===== src/rtl/svc_req_sched.sv =====
module svc_req_sched #(
  localparam int NSRC  = 15,
  localparam int NRANK = NSRC + 2,
  localparam int IW    = $clog2(NRANK),
  localparam int SW    = $clog2(NSRC)
) (
  input  logic            clk,
  input  logic            rst_n,
  input  logic [NSRC-1:0] req_i,
  input  logic [1:0]      dma_low_i,
  input  logic            done_i,
  output logic [NSRC-1:0] gnt_o,
  output logic            gnt_valid_o,
  output logic [IW-1:0]   gnt_idx_o
);

  logic            busy_q;
  logic [NSRC-1:0] gnt_q;
  logic [IW-1:0]   idx_q;
  logic [NRANK-1:0] rank_req;
  logic [IW-1:0]   win_idx;
  logic [SW-1:0]   win_src;
  wire             win_any = |rank_req;

  always_comb begin
    rank_req         = '0;
    rank_req[2:0]    = req_i[2:0];
    rank_req[3]      = req_i[3] & ~dma_low_i[0];
    rank_req[4]      = req_i[4] & ~dma_low_i[1];
    rank_req[10:5]   = req_i[10:5];
    rank_req[11]     = req_i[3] & dma_low_i[0];
    rank_req[12]     = req_i[4] & dma_low_i[1];
    rank_req[16:13]  = req_i[14:11];
  end

  always_comb begin
    win_idx = '0;
    for (int r = NRANK - 1; r >= 0; r--)
      if (rank_req[r]) win_idx = IW'(r);
  end

  always_comb begin
    unique case (win_idx)
      5'd11:   win_src = SW'(3);
      5'd12:   win_src = SW'(4);
      5'd13, 5'd14, 5'd15, 5'd16:
               win_src = SW'(win_idx - 5'd2);
      default: win_src = SW'(win_idx);
    endcase
  end

  always_ff @(posedge clk) begin
    if (!rst_n) begin
      busy_q <= 1'b0;
      gnt_q  <= '0;
      idx_q  <= '0;
    end else if (busy_q) begin
      if (req_i[0] && idx_q != '0) begin
        gnt_q <= NSRC'(1);
        idx_q <= '0;
      end else if (done_i) begin
        busy_q <= 1'b0;
        gnt_q  <= '0;
        idx_q  <= '0;
      end
    end else if (win_any) begin
      busy_q <= 1'b1;
      gnt_q  <= NSRC'(1) << win_src;
      idx_q  <= win_idx;
    end
  end

  assign gnt_o       = gnt_q;
  assign gnt_valid_o = busy_q;
  assign gnt_idx_o   = idx_q;

endmodule



===== config.mk =====
export PLATFORM = sky130hd
export DESIGN_NAME = svc_req_sched
export DESIGN_NICKNAME = d
export VERILOG_FILES = /design/src/rtl/svc_req_sched.sv
export SDC_FILE = /design/constraint.sdc
export NUM_CORES = 1
export LEC_CHECK = 0
export ABC_AREA = 1
export CORE_MARGIN = 1.5
export CORE_UTILIZATION = 49
export CTS_BUF_LIST = sky130_fd_sc_hd__clkbuf_8
export CTS_CLUSTER_DIAMETER = 40
export DETAILED_ROUTE_END_ITERATION = 6
export PLACE_DENSITY = 0.82
export SYNTH_ARGS = -nofsm -noshare
export SYNTH_HDL_FRONTEND = slang
export SYNTH_SLANG_ARGS = --single-unit

===== constraint.sdc =====
create_clock -name clk -period 2.87 [get_ports clk]
set_input_delay 0.574 -clock clk [delete_from_list [all_inputs] [get_ports clk]]
set_output_delay 0.574 -clock clk [all_outputs]
set_load 0.1 [all_outputs]

==> results by group <==
Min path
  – Hold Path Sink: gnt_o[4]
  – Hold depth: 2
  – HP Start: gnt_o[4]
  – Hold crit path type: register to register

Timing
  – Relative slew slack: 60.3%
  – Worst-margin pin slew: 0.594 ns
  – Crit share post-route: 92.9%
  – Fin crit period: 2.67 ns
  – Skew final: 0.00305 ns
  – Final setup vio count: 0
  – Final hold violations: 0
  – Hold WS: approximately 0.47 ns
  – Post-route worst setup slack: a little over 0.2 ns
  – Highest clock rate: 375 MHz
  – Pins over their slew limit: 0
  – RSZ-0062 raised after global routing: false

Worst setup path
  – Worst Setup Start Kind: input pin
  – CP arrival: 2.88 ns
  – WP data required: 3.09 ns
  – Critical path class: input pin to register
  – Worst setup EP type: register
  – Crit path max fanout: 6
  – CP peak stage delay: 0.43 ns
  – CP dominant cell by count: nand3_1
  – Cells along the critical path: clkdlybuf4s50_1, nor2_2, nand3_1, or2_1, a21oi_4, inv_1, ha_1, inv_1, nand3_1, nand3_2, nor2_1, nand3_1, nand3_1, nand2_1, inv_1
  – Worst path slowest cell: clkdlybuf4s50_1
  – R2R depth: 8
  – RR Startpoint: gnt_idx_o[0]
  – RR Endpoint: gnt_o[3]
  – Reg2reg setup slack: 0.87 ns

Logic synthesis
  – Synth warn: 0
  – Post-Syn Nets: roughly 240
  – Post-Syn Area: about 1400 um^2
  – Sequential area share after synthesis: 30.0%
  – Ys flop type: dfxtp_1
  – Avg Cell Area, Syn: 6.55 um^2
  – Yosys cell types: 31
  – Seq cells post-synth: 21
  – EDFF count, synth: 0
  – Fraction of registers with async set/reset: 0%
  – Post-Syn Instances: 214

Detailed routing
  – Post-DRT Antenna Nets: 0
  – Via count: 1457
  – # DRC: 0
  – Wire per inst: ~11 um
  – WL final: 3070 um
  – Via density: roughly 5.0
  – Router iterations before antenna repair: 4
  – Iteration-0 DRC Markers: 42

Die
  – Num ports: 41
  – FP Rows: 19
  – Initial core utilization: approximately half
  – Die width: about 56 um
  – Die footprint: 3190 um^2
  – Die span in y: 56.5 um
  – Placeable Area: between 2000 and 3000 um^2

Cells and area
  – Share of cells above drive strength 1: 26.6%
  – Nets@finish: around 280
  – Post-Route Utilization: 67.5%
  – Diodes inserted: 0
  – Design Area, Final: 1850 um^2
  – Area delta synth->final: 31.7%

Power and ir drop
  – Pwr dens: ~380 nW/um^2
  – Overall power: a little over 700 uW
  – VDD IR-drop max: 0.000372 V
  – Lkg Pwr: 0.000849 uW

Clock network
  – Clk pin slew, worst setup/hold paths: approximately 0.070 ns
  – Clk sink count: 21
  – Number of CTS-inserted buffers: 3
  – Post-CTS Setup Inserts: 0
  – PostCTS Resize Cnt: 0
  – Cts hold-fix bufs: 0
  – Clock Tree Root: clkbuf_8
  – Clock Path Buffers: 2
  – Clock Latency Late Sink: 0.26 ns
  – H-tree lvl count: 1
  – CTS tree: built

GRT
  – Initial antenna violation count: 0
  – Pin count of the biggest net entering global routing: 21
  – First-pass GRT wire length: 5560 um
  – Vias in the first global route: 1336
  – Total grt overflow: 0
  – GRT Total Usage: 21.8%

Job
  – Max-cap violations: 0

Placed design
  – DP Area: 1800 um^2
  – Port Buffers: 40
  – Final Wtd Congestion: 0.867
  – Post-DP HPWL: 2620 um
  – Pre-CTS setup slack: -0.0464 ns

Status
  – Status: finished clean
kinds of logic after synthesis:
family                     synth area share, %
and+or+nand+nor                           47.8
adders and majority gates                0.893
AOI/OAI and AO/OA                         10.9
DFF                                       30.0
buffers and inverters                     10.4
cell usage after synthesis, types with 2 or more instances:
cell type / instances / area [um^2]
nand3_2: 4 / 40.0
nand2_1: 67 / 251
inv_2: 7 / 26.3
nand4_1: 4 / 25.0
nand2_2: 7 / 43.8
nor3_2: 3 / 30.0
nand2_4: 2 / 22.5
a21oi_2: 3 / 26.3
nor2_2: 6 / 37.5
or2_2: 2 / 12.5
o21ai_0: 2 / 10.0
nand3_1: 13 / 65.1
nor2_4: 3 / 33.8
nor2_1: 14 / 52.6
a21oi_1: 16 / 80.1
dfxtp_1: 21 / 420
inv_1: 26 / 97.6
registers in the layout, indices dropped and copies added, names as in the netlist:
register	cells
gnt_o	15
gnt_valid_o	1
gnt_idx_o	5
per-layer routing:
layer | up-vias | part of all wire [%] | track usage (%)
li1 | 764 | - | -
met1 | 646 | 43 | 25.1
met2 | 40 | 52 | 39.9
met3 | 7 | 4.0 | 3.46
met4 | 0 | 1.9 | 7.82
met5 | - | 0 | 0
stage by stage:
stage / setup TNS (ns) / std cells
2_1_floorplan: 0 / 214
3_3_place_gp: 0 / 286
3_5_place_dp: -0.0464 / 286
4_1_cts: 0 / 290
5_1_grt: 0 / 290
6_report: 0 / 290
worst max-delay path, delay by kind of cell:
family                     cells  cell delay [ns]
adders and majority gates      1             0.28
and+or+nand+nor                9             1.22
buffers and inverters          4             0.59
AOI/OAI and AO/OA              1             0.22
cells in the final DEF (no fill, tap or decap):
cell,Yosys,routed
nand3_1,13,13
nor4_1,1,1
nor2_1,14,14
nor2_8,1,1
clkinv_1,1,1
a21oi_1,16,16
inv_1,26,26
inv_2,7,7
o41ai_1,1,1
nand3_4,1,1
nor2_4,3,3
ha_1,1,1
or2_2,2,2
nor3_2,3,3
o21ai_0,2,2
clkbuf_8,0,3
nand2_4,2,2
nand2_1,67,67
nor3_1,1,1
or2_1,1,1
nor2_2,6,6
a21oi_2,3,3
buf_4,0,25
nand3_2,4,4
clkdlybuf4s50_1,0,19
a31oi_1,1,1
nand2_2,7,7
o21ai_1,1,1
dfxtp_1,21,21
clkinv_2,0,1
nand4_1,4,4
a21oi_4,1,1
worst max path at each step:
| stage | start | end | slack [ns] |
|---|---|---|---|
| floorplan | gnt_idx_o[0] | gnt_idx_o[0] | 0.57 |
| global placement | req_i[3] | gnt_o[0] | 0.07 |
| detailed placement | req_i[9] | gnt_o[0] | -0.05 |
| CTS | req_i[9] | gnt_o[0] | 0.24 |
| global route | req_i[12] | gnt_o[0] | 0.005 |
| finish | req_i[9] | gnt_o[0] | 0.20 |
report_power, final:
| part | leakage, uW | switching, uW | total (uW) | internal [uW] |
|---|---|---|---|---|
| Sequential | 0.000170 | 4.94 | 304 | 299 |
| Clock | 0.0000255 | 94.0 | 191 | 96.8 |
| Combinational | 0.000653 | 143 | 211 | 67.1 |
| Total | 0.000849 | 242 | 705 | 463 |
cell type report:
| type | count | area [um^2] |
|---|---|---|
| Fill cell | 265 | 888 |
| Multi-Input combinational cell | 156 | 835 |
| Clock buffer | 3 | 41.3 |
| Tap cell | 31 | 38.8 |
| Timing Repair Buffer | 44 | 378 |
| Clock inverter | 1 | 5.00 |
| Sequential cell | 21 | 420 |
| Inverter | 34 | 128 |
No activity file was read; power rests on OpenSTA's default activity.
